$ cat src/rtl/pwm_timer_pkg.sv
`timescale 1ns/1ps
package pwm_timer_pkg;

  localparam logic [7:0] OFS_PRESC = 8'h00;
  localparam logic [7:0] OFS_DSEL  = 8'h04;
  localparam logic [7:0] OFS_CTRL  = 8'h08;

  // byte address of a channel's period register
  function automatic logic [7:0] period_ofs(input int ch);
    return 8'(12 + 12 * ch);
  endfunction

  // byte address of a channel's compare register
  function automatic logic [7:0] compare_ofs(input int ch);
    return 8'(16 + 12 * ch);
  endfunction

  // control bit holding run-enable for a channel
  function automatic int run_bit(input int ch);
    return (ch == 0) ? 0 : 4 + 4 * ch;
  endfunction

  // control bit holding repeat (auto-reload) for a channel
  function automatic int rpt_bit(input int ch);
    return run_bit(ch) + 3;
  endfunction

  // mask of all implemented control bits
  function automatic logic [31:0] ctrl_mask(input int nch);
    logic [31:0] m;
    m = '0;
    for (int c = 0; c < nch; c++) begin
      m[run_bit(c)] = 1'b1;
      m[rpt_bit(c)] = 1'b1;
    end
    return m;
  endfunction

  // log2 of the divide ratio selected by a divider code
  function automatic int div_log2(input logic [2:0] code);
    case (code)
      3'd0:    return 1;
      3'd1:    return 2;
      3'd2:    return 3;
      3'd3:    return 4;
      default: return 0;
    endcase
  endfunction

  // last value of the divider counter before a step
  function automatic logic [3:0] div_last(input logic [2:0] code);
    return 4'((5'd1 << div_log2(code)) - 5'd1);
  endfunction

endpackage

$ cat src/rtl/pwm_timer_regs.sv
`timescale 1ns/1ps
module pwm_timer_regs
  import pwm_timer_pkg::*;
#(
  parameter int NCH    = 4,
  parameter int CNT_W  = 16,
  parameter int PRE_W  = 8,
  parameter int SEL_W  = 3,
  parameter int ADDR_W = 8,
  parameter int DATA_W = 32,
  localparam int NPAIR = NCH / 2
) (
  input  logic                             clk,
  input  logic                             rst_n,
  input  logic                             wr_stb,
  input  logic [ADDR_W-1:0]                addr,
  input  logic [DATA_W-1:0]                wdata,
  output logic [DATA_W-1:0]                rdata,
  output logic [NPAIR-1:0][PRE_W-1:0]      presc_o,
  output logic [NCH-1:0][SEL_W-1:0]        dsel_o,
  output logic [NCH-1:0]                   run_o,
  output logic [NCH-1:0]                   rpt_o,
  output logic [NCH-1:0][CNT_W-1:0]        period_o,
  output logic [NCH-1:0][CNT_W-1:0]        compare_o
);

  localparam logic [DATA_W-1:0] CTL_MASK = DATA_W'(ctrl_mask(NCH));

  logic              hit_presc, hit_dsel, hit_ctrl;
  logic [DATA_W-1:0] ctl_word;

  assign hit_presc = (addr == ADDR_W'(OFS_PRESC));
  assign hit_dsel  = (addr == ADDR_W'(OFS_DSEL));
  assign hit_ctrl  = (addr == ADDR_W'(OFS_CTRL));
  assign ctl_word  = wdata & CTL_MASK;

  always_ff @(posedge clk or negedge rst_n) begin
    if (!rst_n) begin
      presc_o   <= '0;
      dsel_o    <= '0;
      run_o     <= '0;
      rpt_o     <= '0;
      period_o  <= '0;
      compare_o <= '0;
    end else if (wr_stb) begin
      for (int p = 0; p < NPAIR; p++) begin
        if (hit_presc) presc_o[p] <= wdata[p*PRE_W +: PRE_W];
      end
      for (int c = 0; c < NCH; c++) begin
        if (hit_dsel) dsel_o[c] <= wdata[4*c +: SEL_W];
        if (hit_ctrl) begin
          run_o[c] <= ctl_word[run_bit(c)];
          rpt_o[c] <= ctl_word[rpt_bit(c)];
        end
        if (addr == ADDR_W'(period_ofs(c)))  period_o[c]  <= wdata[CNT_W-1:0];
        if (addr == ADDR_W'(compare_ofs(c))) compare_o[c] <= wdata[CNT_W-1:0];
      end
    end
  end

  always_comb begin
    rdata = '0;
    if (hit_presc) begin
      for (int p = 0; p < NPAIR; p++) rdata[p*PRE_W +: PRE_W] = presc_o[p];
    end
    if (hit_dsel) begin
      for (int c = 0; c < NCH; c++) rdata[4*c +: SEL_W] = dsel_o[c];
    end
    if (hit_ctrl) begin
      for (int c = 0; c < NCH; c++) begin
        rdata[run_bit(c)] = run_o[c];
        rdata[rpt_bit(c)] = rpt_o[c];
      end
    end
    for (int c = 0; c < NCH; c++) begin
      if (addr == ADDR_W'(period_ofs(c)))  rdata[CNT_W-1:0] = period_o[c];
      if (addr == ADDR_W'(compare_ofs(c))) rdata[CNT_W-1:0] = compare_o[c];
    end
  end

  AST_CTRL_HOLDS: assert property (@(posedge clk) disable iff (!rst_n)
    !wr_stb |=> ($stable(run_o) && $stable(rpt_o)));

endmodule

$ cat src/rtl/pwm_timer_presc.sv
`timescale 1ns/1ps
module pwm_timer_presc #(
  parameter int PRE_W = 8
) (
  input  logic             clk,
  input  logic             rst_n,
  input  logic [PRE_W-1:0] presc,
  output logic             tick,
  output logic             halt
);

  logic [PRE_W-1:0] pcnt;

  assign halt = (presc == '0);
  assign tick = !halt && (pcnt >= presc);

  always_ff @(posedge clk or negedge rst_n) begin
    if (!rst_n)           pcnt <= '0;
    else if (halt | tick) pcnt <= '0;
    else                  pcnt <= pcnt + 1'b1;
  end

  AST_TICK_SPACED: assert property (@(posedge clk) disable iff (!rst_n)
    tick |=> !tick);

endmodule

$ cat src/rtl/pwm_timer_chan.sv
`timescale 1ns/1ps
module pwm_timer_chan
  import pwm_timer_pkg::*;
#(
  parameter int CNT_W = 16,
  parameter int SEL_W = 3
) (
  input  logic             clk,
  input  logic             rst_n,
  input  logic             run,
  input  logic             rpt,
  input  logic [SEL_W-1:0] dsel,
  input  logic [CNT_W-1:0] period,
  input  logic [CNT_W-1:0] compare,
  input  logic             tick,
  input  logic             halt,
  output logic             pwm_o
);

  localparam int DIVC_W = 4;

  logic              run_q, active;
  logic [CNT_W-1:0]  cnt, cmp_act;
  logic [DIVC_W-1:0] div_cnt;
  logic              div_hit, step, start, at_zero;

  assign div_hit = (div_cnt >= div_last(3'(dsel)));
  assign step    = active & tick & div_hit;
  assign start   = run & ~run_q;
  assign at_zero = (cnt == '0);

  always_ff @(posedge clk or negedge rst_n) begin
    if (!rst_n) begin
      run_q   <= 1'b0;
      active  <= 1'b0;
      cnt     <= '0;
      cmp_act <= '0;
      div_cnt <= '0;
    end else begin
      run_q <= run;
      if (!run) begin
        active  <= 1'b0;
        cnt     <= '0;
        div_cnt <= '0;
      end else if (start) begin
        active  <= 1'b1;
        cnt     <= period;
        cmp_act <= compare;
        div_cnt <= '0;
      end else if (active && tick) begin
        if (div_hit) begin
          div_cnt <= '0;
          if (at_zero) begin
            if (rpt) begin
              cnt     <= period;
              cmp_act <= compare;
            end else begin
              active <= 1'b0;
            end
          end else begin
            cnt <= cnt - 1'b1;
          end
        end else begin
          div_cnt <= div_cnt + 1'b1;
        end
      end
    end
  end

  assign pwm_o = run & active & ~halt & (cnt <= cmp_act);

  AST_OFF_CLEARS: assert property (@(posedge clk) disable iff (!rst_n)
    !run |=> (!active && cnt == '0));

  AST_COUNT_DOWN: assert property (@(posedge clk) disable iff (!rst_n)
    (run && step && !at_zero) |=> (cnt == $past(cnt) - 1'b1));

  AST_ONE_SHOT_END: assert property (@(posedge clk) disable iff (!rst_n)
    (run && step && at_zero && !rpt) |=> !active);

  AST_SHADOW_HOLD: assert property (@(posedge clk) disable iff (!rst_n)
    (run && run_q && !(step && at_zero)) |=> $stable(cmp_act));

  AST_HALT_FREEZE: assert property (@(posedge clk) disable iff (!rst_n)
    (halt && run && run_q) |=> $stable(cnt));

endmodule

$ cat src/rtl/quad_pwm_timer.sv
`timescale 1ns/1ps
module quad_pwm_timer #(
  parameter int NCH    = 4,
  parameter int CNT_W  = 16,
  parameter int PRE_W  = 8,
  parameter int SEL_W  = 3,
  parameter int ADDR_W = 8,
  parameter int DATA_W = 32
) (
  input  logic              clk,
  input  logic              rst_n,
  input  logic              wr_stb,
  input  logic [ADDR_W-1:0] addr,
  input  logic [DATA_W-1:0] wdata,
  output logic [DATA_W-1:0] rdata,
  output logic [NCH-1:0]    pwm_out
);

  localparam int NPAIR = NCH / 2;

  logic [NPAIR-1:0][PRE_W-1:0] presc;
  logic [NCH-1:0][SEL_W-1:0]   dsel;
  logic [NCH-1:0]              run, rpt;
  logic [NCH-1:0][CNT_W-1:0]   period, compare;
  logic [NPAIR-1:0]            tick, halt;

  pwm_timer_regs #(
    .NCH(NCH), .CNT_W(CNT_W), .PRE_W(PRE_W), .SEL_W(SEL_W),
    .ADDR_W(ADDR_W), .DATA_W(DATA_W)
  ) u_regs (
    .clk(clk), .rst_n(rst_n), .wr_stb(wr_stb), .addr(addr),
    .wdata(wdata), .rdata(rdata), .presc_o(presc), .dsel_o(dsel),
    .run_o(run), .rpt_o(rpt), .period_o(period), .compare_o(compare)
  );

  for (genvar p = 0; p < NPAIR; p++) begin : g_pair
    pwm_timer_presc #(.PRE_W(PRE_W)) u_presc (
      .clk(clk), .rst_n(rst_n), .presc(presc[p]),
      .tick(tick[p]), .halt(halt[p])
    );
  end

  for (genvar c = 0; c < NCH; c++) begin : g_chan
    pwm_timer_chan #(.CNT_W(CNT_W), .SEL_W(SEL_W)) u_chan (
      .clk(clk), .rst_n(rst_n), .run(run[c]), .rpt(rpt[c]),
      .dsel(dsel[c]), .period(period[c]), .compare(compare[c]),
      .tick(tick[c/2]), .halt(halt[c/2]), .pwm_o(pwm_out[c])
    );
  end

endmodule

$ cat config.mk
export PLATFORM = sky130hd
export DESIGN_NAME = quad_pwm_timer
export DESIGN_NICKNAME = d
export VERILOG_FILES = /design/src/rtl/pwm_timer_pkg.sv /design/src/rtl/pwm_timer_regs.sv /design/src/rtl/pwm_timer_presc.sv /design/src/rtl/pwm_timer_chan.sv /design/src/rtl/quad_pwm_timer.sv
export SDC_FILE = /design/constraint.sdc
export NUM_CORES = 1
export LEC_CHECK = 0
export ABC_CLOCK_PERIOD_IN_PS = 6900
export BUFFER_PORTS_ARGS = -buffer_cell sky130_fd_sc_hd__buf_2
export CAP_MARGIN = 20
export CORE_MARGIN = 2
export CORE_UTILIZATION = 68
export CTS_CLUSTER_DIAMETER = 80
export DETAILED_ROUTE_END_ITERATION = 16
export GPL_TIMING_DRIVEN = 0
export PLACE_DENSITY = 0.95
export SLEW_MARGIN = 0
export SYNTH_ARGS = -nofsm -noshare
export SYNTH_HDL_FRONTEND = slang
export SYNTH_SLANG_ARGS = --single-unit
$ cat constraint.sdc
create_clock -name clk -period 6.9 [get_ports clk]
set_clock_uncertainty 0.05 [all_clocks]
set_input_delay 1.035 -clock clk [delete_from_list [all_inputs] [get_ports clk]]
set_output_delay 1.035 -clock clk [all_outputs]
set_load 0.01 [all_outputs]
Word level (Yosys, flattened, before mapping)

Cells that the tools add are included.

Output and inout port bits: 36
Input port bits: 43
Word-level logic and storage cells: 299
Register bits: 332

Multiplexer cells: 109
Bitwise operators: 24
Order comparisons: 10
Add/sub/neg operators: 14
Reduce and logical (&&, ||, !) cells: 58
Equality and inequality tests: 42
Shift operators: 4

Operators with widths:

| operator                                                                | count |
|---|---|
| 16-bit two-way mux                                                      | 53 |
| 16-bit <= comparator                                                    | 4 |
| 16-bit zero test                                                        | 4 |
| 4-bit two-way mux                                                       | 16 |
| 16-bit by 1-bit subtractor with 16-bit output, second input constant    | 4 |
| 3-bit one-hot mux with 4 select lines                                   | 4 |
| 3-bit by 1-bit inequality test with 1-bit output, second input constant | 12 |
| 8-bit by 6-bit == test with 1-bit output, second input constant         | 4 |
| 2-bit nonzero test                                                      | 16 |
| 1-bit two-way mux                                                       | 28 |
| 3-bit by 2-bit == test with 1-bit output, second input constant         | 8 |
| 8-bit by 5-bit == test with 1-bit output, second input constant         | 3 |
| 8-bit zero test                                                         | 3 |
| 2-bit AND reduction                                                     | 11 |
| 5-bit AND reduction                                                     | 4 |
| 4-bit by 1-bit adder with 4-bit output, second input constant           | 4 |
| 8-bit by 1-bit adder with 8-bit output, second input constant           | 2 |
| 1-bit bitwise AND                                                       | 16 |
| 8-bit by 4-bit == test with 1-bit output, second input constant         | 2 |
| 4-bit greater-or-equal comparator                                       | 4 |
| 8-bit greater-or-equal comparator                                       | 2 |
| 8-bit two-way mux                                                       | 2 |
| 4-bit by 3-bit inequality test with 1-bit output, second input constant | 4 |
| 4-bit AND reduction                                                     | 4 |
| other kinds (13)                                                        | 47 |

Depth between registers and ports, before layout

Gate-level depths: netlist of the first run.

Depth in word-level cells: 12
Mapped depth: 11
Mapped depth without buffers: 10

Modules after synthesis

Synthesis of the first run repeated with hierarchy kept, for this count alone.

Cells, all modules: 1923
Area, all modules: 20354.5 µm²

Modules (own cells, without submodules):

| module          | area each (µm²) | cells an instance | instances | seq. area each (µm²) |
|---|---|---|---|---|
| pwm_timer_chan  | 2707.6          | 282               | 4         | 950.9 |
| pwm_timer_regs  | 8380.5          | 673               | 1         | 4103.9 |
| pwm_timer_presc | 571.8           | 61                | 2         | 200.2 |

Worst setup path before layout of the first run

Ideal clock, no wire load.

Path type: input -> output
Start point: input addr[1]
End point: output rdata[11]
Stages: 8
Arrival time: 2.723 ns
Required time: 5.815 ns
Slack: 3.092 ns
Cell sequence: or2_2 -> buf_2 -> nor2_1 -> a21boi_0 -> a21oi_1 -> a21oi_1 -> o22ai_1 -> a21oi_1

Cells in the longest elaborated chain, start to end: 11

Ends and longest elaborated chain:

| what                 | line                 | text |
|---|---|---|
| start: declaration   | quad_pwm_timer.sv:13 | `input logic [ADDR_W-1:0] addr,` |
| 8-bit zero test      | pwm_timer_regs.sv:32 | `assign hit_presc = (addr == ADDR_W'(OFS_PRESC));` |
| 16-bit two-way mux   | pwm_timer_regs.sv:63 | `if (hit_presc) begin` |
| 2-bit two-way mux    | pwm_timer_regs.sv:69 | `if (hit_ctrl) begin` |
| 16-bit two-way mux   | pwm_timer_regs.sv:76 | `if (addr == ADDR_W'(period_ofs(c))) rdata[CNT_W-1:0] = period_o[c];` |
| 16-bit two-way mux   | pwm_timer_regs.sv:77 | `if (addr == ADDR_W'(compare_ofs(c))) rdata[CNT_W-1:0] = compare_o[c];` |
| 16-bit two-way mux   | pwm_timer_regs.sv:76 |  |
| 16-bit two-way mux   | pwm_timer_regs.sv:77 |  |
| 16-bit two-way mux   | pwm_timer_regs.sv:76 |  |
| 16-bit two-way mux   | pwm_timer_regs.sv:77 |  |
| 16-bit two-way mux   | pwm_timer_regs.sv:76 |  |
| 16-bit two-way mux * | pwm_timer_regs.sv:77 |  |
| end: declaration     | quad_pwm_timer.sv:15 | `output logic [DATA_W-1:0] rdata,` |

Mark *: on every way between the ends. The rest lies on a longest branch, timed or not.

Final worst setup path of the first run

Start point: input addr[7]
End point: output rdata[11]

Same word-level chain as after synthesis.

==> summary.txt, run 1 <==
Run status
  • Status: completed

Logic synthesis
  • Register bit total from synthesis: around 330
  • Netlist cell types: just over 80
  • Largest cells by area after synthesis: dfrtp_1, mux2_2, ha_1, o21ai_0, a21oi_1
  • Synth top area share: 0.436
  • Post-synth EDFFs: 0
  • Mapped Avg Cell Area: ~10 um2
  • Instance count of the mapped netlist: between 1.5k and 2k
  • YS warnings: 0
  • Seq/Total Area, Yosys: 0.436
  • Mapped Area: between 15000 and 20000 um2
  • Ys flop type: dfrtp_1
  • Cell taking the most area after synthesis: dfrtp_1
  • Ys async rst share: 1.00

Drt
  • Vias: ~17k
  • First-iteration detailed-routing DRC count: roughly 2.3k
  • Drt drc: 0
  • DR WL/cell: 25.5 um
  • ANT nets after route: 0
  • Drt first pass iters: 7
  • Wirelength, routed: 62500 um
  • Routed vias/inst: around 7

Setup path
  • Crit-path max FO: 10
  • Crit end category: output port
  • Critical path class: in -> out
  • CP startpoint kind: primary input
  • WP data arrival: 4.32 ns
  • CP required: 5.81 ns

Pwr
  • Max IR drop VDD: between 0.00015 and 0.0002 V
  • Sequential share of power: 0.440
  • Sw Pwr: 1420 uW
  • Cell Pwr Density: ~230 nW/um2
  • Pint: between 3000 and 4000 uW
  • Leakage: 0.0101 uW
  • Switching part of the total: 0.288
  • Logic pwr share: 0.160
  • Clk pwr share: 0.400

Die
  • Row Count: 61
  • Vert. Die Dim: about 170 um
  • IO Pins: 79
  • Die area: around 29000 um2
  • Placeable Area: around 28000 um2
  • Starting density of the core: 0.687
  • Chip width: around 170 um

CTS
  • Root buffer cell: clkbuf_16
  • Hold buffer count at CTS: 0
  • CTS tree: done
  • # clock sinks: about 330
  • Cts bufs inserted: 36
  • Clk buf depth: 3
  • Clock Latency Late Sink: ~0.53 ns
  • Post-CTS Setup Bufs: 0
  • Post-CTS sizing: 0
  • Max H-tree Level: 2
  • Clock Pin Slew Worst Setup and Hold Paths: roughly 0.06 ns

Placed design
  • Dpl ws: ~1.8 ns
  • Cell Area, Placed: slightly below 20000 um2
  • IO Port Bufs: 36
  • Placed wire-length estimate: 44300 um
  • Placer Congestion: slightly above 1

GRT
  • Number of global-route vias before repair: roughly 17k
  • Maximum number of pins on one net before global-route repair: 121
  • All-Layer GR Usage: 0.431
  • Initial antenna violation count: 0
  • Remaining Overflow, GRT: 0
  • First-pass GRT wire length: 95200 um

Timing
  • Fin Setup TNS: 0 ns
  • Min Tclk post-route: ~5.4 ns
  • Final setup margin: 1.50 ns
  • Worst slew pin tran: 1.06 ns
  • Slew Limit Fails: 0
  • Peak Freq: 0.185 GHz
  • Final-report hold violation count: 0
  • Endpoints failing setup: 0
  • Worst slew margin: 0.296
  • RSZ-0062 raised after global routing: no
  • Tcrit/Tclk final: 0.783

Worst hold path
  • Min-Delay Path Class: reg -> reg

Finish
  • Share of post-route cells with drive strength above 1: 0.186
  • Filler instances: ~1.8k
  • Area Growth Syn to Fin: 10.3%
  • Layout Nets: roughly 2.2k
  • Post-route cell area: 21000 um2

Flow run
  • Maxcap violations: 0
## path summary, 6_finish.rpt
check | slack [ns] | cells after the start | end | from
worst max-delay path | 1.50 | 9 | rdata[11] | addr[7]
worst min-delay path | 0.33 | 0 | g_chan[3].u_chan.run_q | u_regs.run_o[3]
worst max register to register | 3.39 | 9 | g_chan[3].u_chan.cmp_act[5] | u_regs.presc_o[13]
worst min register to register | 0.33 | 0 | g_chan[3].u_chan.run_q | u_regs.run_o[3]
max in group asynchronous | 5.10 | 2 | u_regs.period_o[50] | rst_n
min in group asynchronous | 0.56 | 1 | g_chan[2].u_chan.cnt[12] | rst_n
## synth_stat cells, types with 7 or more instances
library cell    n
dfrtp_1       332
mux2_2        198
o21ai_0       166
nor2_1        156
a21oi_1       155
nand2_1       155
inv_1         120
ha_1          110
clkbuf_1       54
nor3_1         49
nand3_1        47
nor4_1         24
buf_4          19
nand4_1        18
o21ai_2        17
a22oi_1        16
mux2i_1        16
o21a_1         16
or3_1          16
a21o_1         15
buf_2          14
nor2b_1        14
o211ai_1       13
and3_1         12
o21ai_1        12
a211oi_1       10
mux2_4         10
nand2b_1       10
o22ai_1        10
nor3b_1         9
xor2_1          9
a211o_1         7
a31oi_1         7
clkbuf_2        7
o2bb2ai_1       7
## final cells by class
type	count	area, um2	share of cell area
Antenna cell	2	5.00	0.000238
Buffer	103	507	0.0241
Clock buffer	54	1090	0.0519
Clock inverter	8	92.6	0.00441
Inverter	120	450	0.0214
Multi-Input combinational cell	1415	9830	0.468
Sequential cell	332	8310	0.396
Tap cell	378	473	0.0225
Timing Repair Buffer	39	250	0.0119
## cells in the final DEF, fill, tap and decap left out, types with 24 or more instances in the layout
cell type  count
ha_1         110
nor3_1        49
a21oi_1      155
nor2_1       156
clkbuf_16     37
dfrtp_1      332
o21ai_0      166
inv_1        120
nand2_1      155
clkbuf_1      61
nor4_1        24
buf_2         50
mux2_2       198
nand3_1       47
## routing by layer
layer / global-route usage / up-vias / share of wire
met1: 0.515 / 8250 / 0.36
li1: - / 7189 / -
met2: 0.677 / 1204 / 0.45
met5: 0 / - / 0
met3: 0.120 / 393 / 0.11
met4: 0.301 / 0 / 0.082
## power groups by stage
stage,registers [uW],logic (uW),clock network (uW)
3_5_place_dp,2190,748,0
5_1_grt,2170,858,2040
4_1_cts,2160,761,1960
2_1_floorplan,2140,529,0
3_3_place_gp,2180,708,0
6_report,2160,785,1970
## critical path, stage by stage
cell and delay, ns:
buf_2 0.12, or3_1 0.58, nor2_1 0.76, a21boi_0 0.58, a21oi_1 0.08, a21oi_1 0.37
o22ai_1 0.28, a21oi_1 0.31, buf_2 0.19
## per-stage QoR
stage                     hold WS (ns)  cells   util  power, uW
after floorplan                  0.302   1970      -       2670
after global placement           0.305   2384  0.713       2890
after detailed placement         0.312   2387  0.715       2940
after CTS                        0.330   2449  0.758       4870
after global routing             0.348   2449  0.758       5070
final                            0.333   2451  0.758       4920
## flip-flops by register name, indices dropped and copies added (netlist names)
name and count:
g_chan.u_chan.run_q 4, g_pair.u_presc.pcnt 16, u_regs.compare_o 64, u_regs.period_o 64, u_regs.dsel_o 12, u_regs.run_o 4
u_regs.rpt_o 4, g_chan.u_chan.cmp_act 64, u_regs.presc_o 16, g_chan.u_chan.div_cnt 16, g_chan.u_chan.active 4, g_chan.u_chan.cnt 64
## logic make-up (layout without fill, tap and decap cells)
| group | after synthesis | after routing | synth area share |
|---|---|---|---|
| and+or+nand+nor | 547 | 547 | 0.140 |
| DFF | 332 | 332 | 0.436 |
| muxes | 225 | 225 | 0.134 |
| other | 1 | 16 | 0.000197 |
| AOI/OAI and AO/OA | 507 | 507 | 0.162 |
| adders and majority gates | 110 | 110 | 0.0723 |
| xor gates and xnor gates | 12 | 12 | 0.00552 |
| buffers and inverters | 223 | 324 | 0.0503 |
(Power assumes the default switching activity.)
==> run 2, diff against run 1 <==
--- a/config.mk
+++ b/config.mk
@@ -5,15 +5,16 @@
 export SDC_FILE = /design/constraint.sdc
 export NUM_CORES = 1
 export LEC_CHECK = 0
-export ABC_CLOCK_PERIOD_IN_PS = 6900
+export ABC_AREA = 1
+export ABC_CLOCK_PERIOD_IN_PS = 4800
 export BUFFER_PORTS_ARGS = -buffer_cell sky130_fd_sc_hd__buf_2
 export CAP_MARGIN = 20
 export CORE_MARGIN = 2
-export CORE_UTILIZATION = 68
+export CORE_UTILIZATION = 57
 export CTS_CLUSTER_DIAMETER = 80
 export DETAILED_ROUTE_END_ITERATION = 16
 export GPL_TIMING_DRIVEN = 0
-export PLACE_DENSITY = 0.95
+export PLACE_DENSITY = 0.85
 export SLEW_MARGIN = 0
 export SYNTH_ARGS = -nofsm -noshare
 export SYNTH_HDL_FRONTEND = slang
==> constraint.sdc (replaced) <==
create_clock -name clk -period 4.8 [get_ports clk]
set_clock_uncertainty 0.05 [all_clocks]
set_input_delay 0.72 -clock clk [delete_from_list [all_inputs] [get_ports clk]]
set_output_delay 0.72 -clock clk [all_outputs]
set_load 0.01 [all_outputs]
==> summary.txt, run 2 <==
Pwr
  • Logic pwr share: 0.207
  • Max IR drop VDD: 0.000322 V
  • Sw Pwr: between 2000 and 2500 uW
  • Leakage: between 0.01 and 0.015 uW
  • Switching part of the total: 0.309
  • Sequential share of power: 0.397
  • Pint: 5530 uW
  • Clk pwr share: 0.396
  • Cell Pwr Density: 377 nW/um2

Flow run
  • Maxcap violations: 0

Logic synthesis
  • Cell taking the most area after synthesis: dfrtp_1
  • Multiplexer area fraction after synthesis: 0
  • Netlist cell types: 38
  • Post-synthesis compound-gate area fraction: 0.123
  • Mapped Avg Cell Area: roughly 7.6 um2
  • YS warnings: 0
  • Post-synth EDFFs: 0
  • Instance count of the mapped netlist: ~2.5k
  • Ys flop type: dfrtp_1
  • Largest family of logic cells by synthesized area: simple AND/OR/NAND/NOR gates
  • Commonest cells post-synth: nand2_1, dfrtp_1, inv_1
  • Xor and xnor area share after synthesis: 0.0194
  • Most frequent cell after synthesis: nand2_1
  • Simple-Gate Fraction of Synth Area: 0.266
  • Ys async rst share: 1.00
  • Synth top area share: 0.438
  • Mapped Area: 19000 um2
  • Synth Area in Adders: 0.0725
  • Seq/Total Area, Yosys: 0.438
  • Register bit total from synthesis: approximately 330
  • Largest cells by area after synthesis: dfrtp_1, nand2_1, ha_1, o21ai_0, inv_1

Setup path
  • Most frequent CP cell: nand2_1
  • Critical path class: in -> out
  • WP data arrival: 2.71 ns
  • CP cell instances: buf_2 > nor2_1 > nand2_1 > inv_1 > nand2_1 > nor2_1 > nor2_1 > nand3_1 > nand2_1 > nand3_1 > nand2_1 > nand3_1 > buf_2
  • CP required: approximately 4.0 ns
  • Crit end category: output port
  • Max stage delay on crit path: about 0.34 ns
  • CP top delay family: simple AND/OR/NAND/NOR gates
  • Slowest CP cell: nand2_1
  • Crit-path max FO: 8
  • CP startpoint kind: primary input
  • Worst Path Buf+Inv: 3

Die
  • Row Count: 66
  • Starting density of the core: 0.581
  • IO Pins: 79
  • Die area: approximately 35000 um2
  • Chip width: 187 um
  • Vert. Die Dim: ~190 um
  • Placeable Area: 32700 um2

CTS
  • # clock sinks: about 330
  • Post-CTS sizing: 0
  • Clock Latency Late Sink: 0.53 ns
  • CTS tree: done
  • Cts bufs inserted: 38
  • Clk buf depth: 3
  • Max H-tree Level: 2
  • Hold buffer count at CTS: 0
  • Clock Pin Slew Worst Setup and Hold Paths: ~0.05 ns
  • Root buffer cell: clkbuf_16
  • Post-CTS Setup Bufs: 0

Timing
  • Final-report hold violation count: 0
  • Final setup margin: 1.32 ns
  • Fin Setup TNS: 0 ns
  • Worst slew margin: 0.427
  • RSZ-0062 raised after global routing: no
  • Endpoints failing setup: 0
  • Tcrit/Tclk final: 0.724
  • Min Tclk post-route: 3.48 ns
  • Hold WS: 0.191 ns
  • Worst slew pin tran: between 0.8 and 0.9 ns
  • Peak Freq: 0.288 GHz
  • Slew Limit Fails: 0

Placed design
  • Placed wire-length estimate: about 42000 um
  • IO Port Bufs: 50
  • Dpl ws: 1.38 ns
  • Placer Congestion: ~1.1

Drt
  • Vias: 17.6k
  • First-iteration detailed-routing DRC count: approximately 1.7k
  • Wirelength, routed: roughly 56000 um
  • Routed vias/inst: ~5.7
  • DR WL/cell: 18.3 um
  • Drt first pass iters: 6
  • ANT nets after route: 0
  • Drt drc: 0

Finish
  • Area Growth Syn to Fin: 11.9%
  • Share of post-route cells with drive strength above 1: 0.0913
  • Commonest non-fill, non-tap cell in the layout: nand2_1
  • Layout Nets: 2757
  • Antenna Cells: 0
  • Most frequent cells in the layout: nand2_1, dfrtp_1, inv_1, nor2_1, o21ai_0

GRT
  • All-Layer GR Usage: 0.325
  • Initial antenna violation count: 0
  • Maximum number of pins on one net before global-route repair: ~130
  • Number of global-route vias before repair: 17.0k
  • First-pass GRT wire length: 90500 um
  • Remaining Overflow, GRT: 0

Worst hold path
  • Min-Delay Path Class: in -> async

Run status
  • Status: completed
## run 2: metal layers
layer,global-route usage,part of all wire,vias to the layer above
met2,0.519,0.45,784
met4,0.144,0.048,0
met1,0.447,0.42,8334
met3,0.0429,0.081,158
met5,0,0,-
li1,-,-,8294
## run 2: path summary, 6_finish.rpt
path,slack (ns),endpoint,from,cells past startpoint
min in group clk,0.32,g_chan[2].u_chan.run_q,u_regs.run_o[2],0
min reg2reg,0.32,g_chan[2].u_chan.run_q,u_regs.run_o[2],0
min,0.19,g_chan[1].u_chan.div_cnt[0],rst_n,1
max reg2reg,2.21,g_chan[1].u_chan.cnt[9],u_regs.dsel_o[5],13
max in group asynchronous,2.94,g_pair[1].u_presc.pcnt[4],rst_n,3
max,1.32,rdata[12],addr[7],13
## run 2: kinds of logic after synthesis
family | count (synthesis)
xor gates and xnor gates | 42
AOI/OAI and AO/OA | 459
buffers and inverters | 362
and+or+nand+nor | 1193
adders and majority gates | 110
DFF | 332
other | 1
## run 2: final cells by class
cell class              instances  area, um2
plain buffers                 104        561
clock buffers                  46       1040
clock inverters                19        308
fillers                      2724      11400
inverters                     258        968
multi-input cells            1818       9200
flip-flops and latches        332       8310
well taps                     442        553
repair buffers                 52        315
## run 2: stage by stage
| step | cells | utilization | instance area (um2) | total power (uW) |
|---|---|---|---|---|
| after detailed placement | 3006 | 0.609 | 19900 | 4840 |
| after global placement | 3004 | 0.607 | 19800 | 4770 |
| after CTS | 3071 | 0.650 | 21300 | 7990 |
| after global routing | 3071 | 0.650 | 21300 | 8370 |
| after floorplan | 2512 | - | 19000 | 4350 |
| final | 3071 | 0.650 | 21300 | 8000 |
## run 2: power by group through the flow
stage	registers (uW)	clock network [uW]	logic (uW)
final	3180	3170	1660
after global routing	3190	3290	1890
after CTS	3160	3180	1640
after detailed placement	3210	0	1620
after global placement	3210	0	1560
after floorplan	3140	0	1210
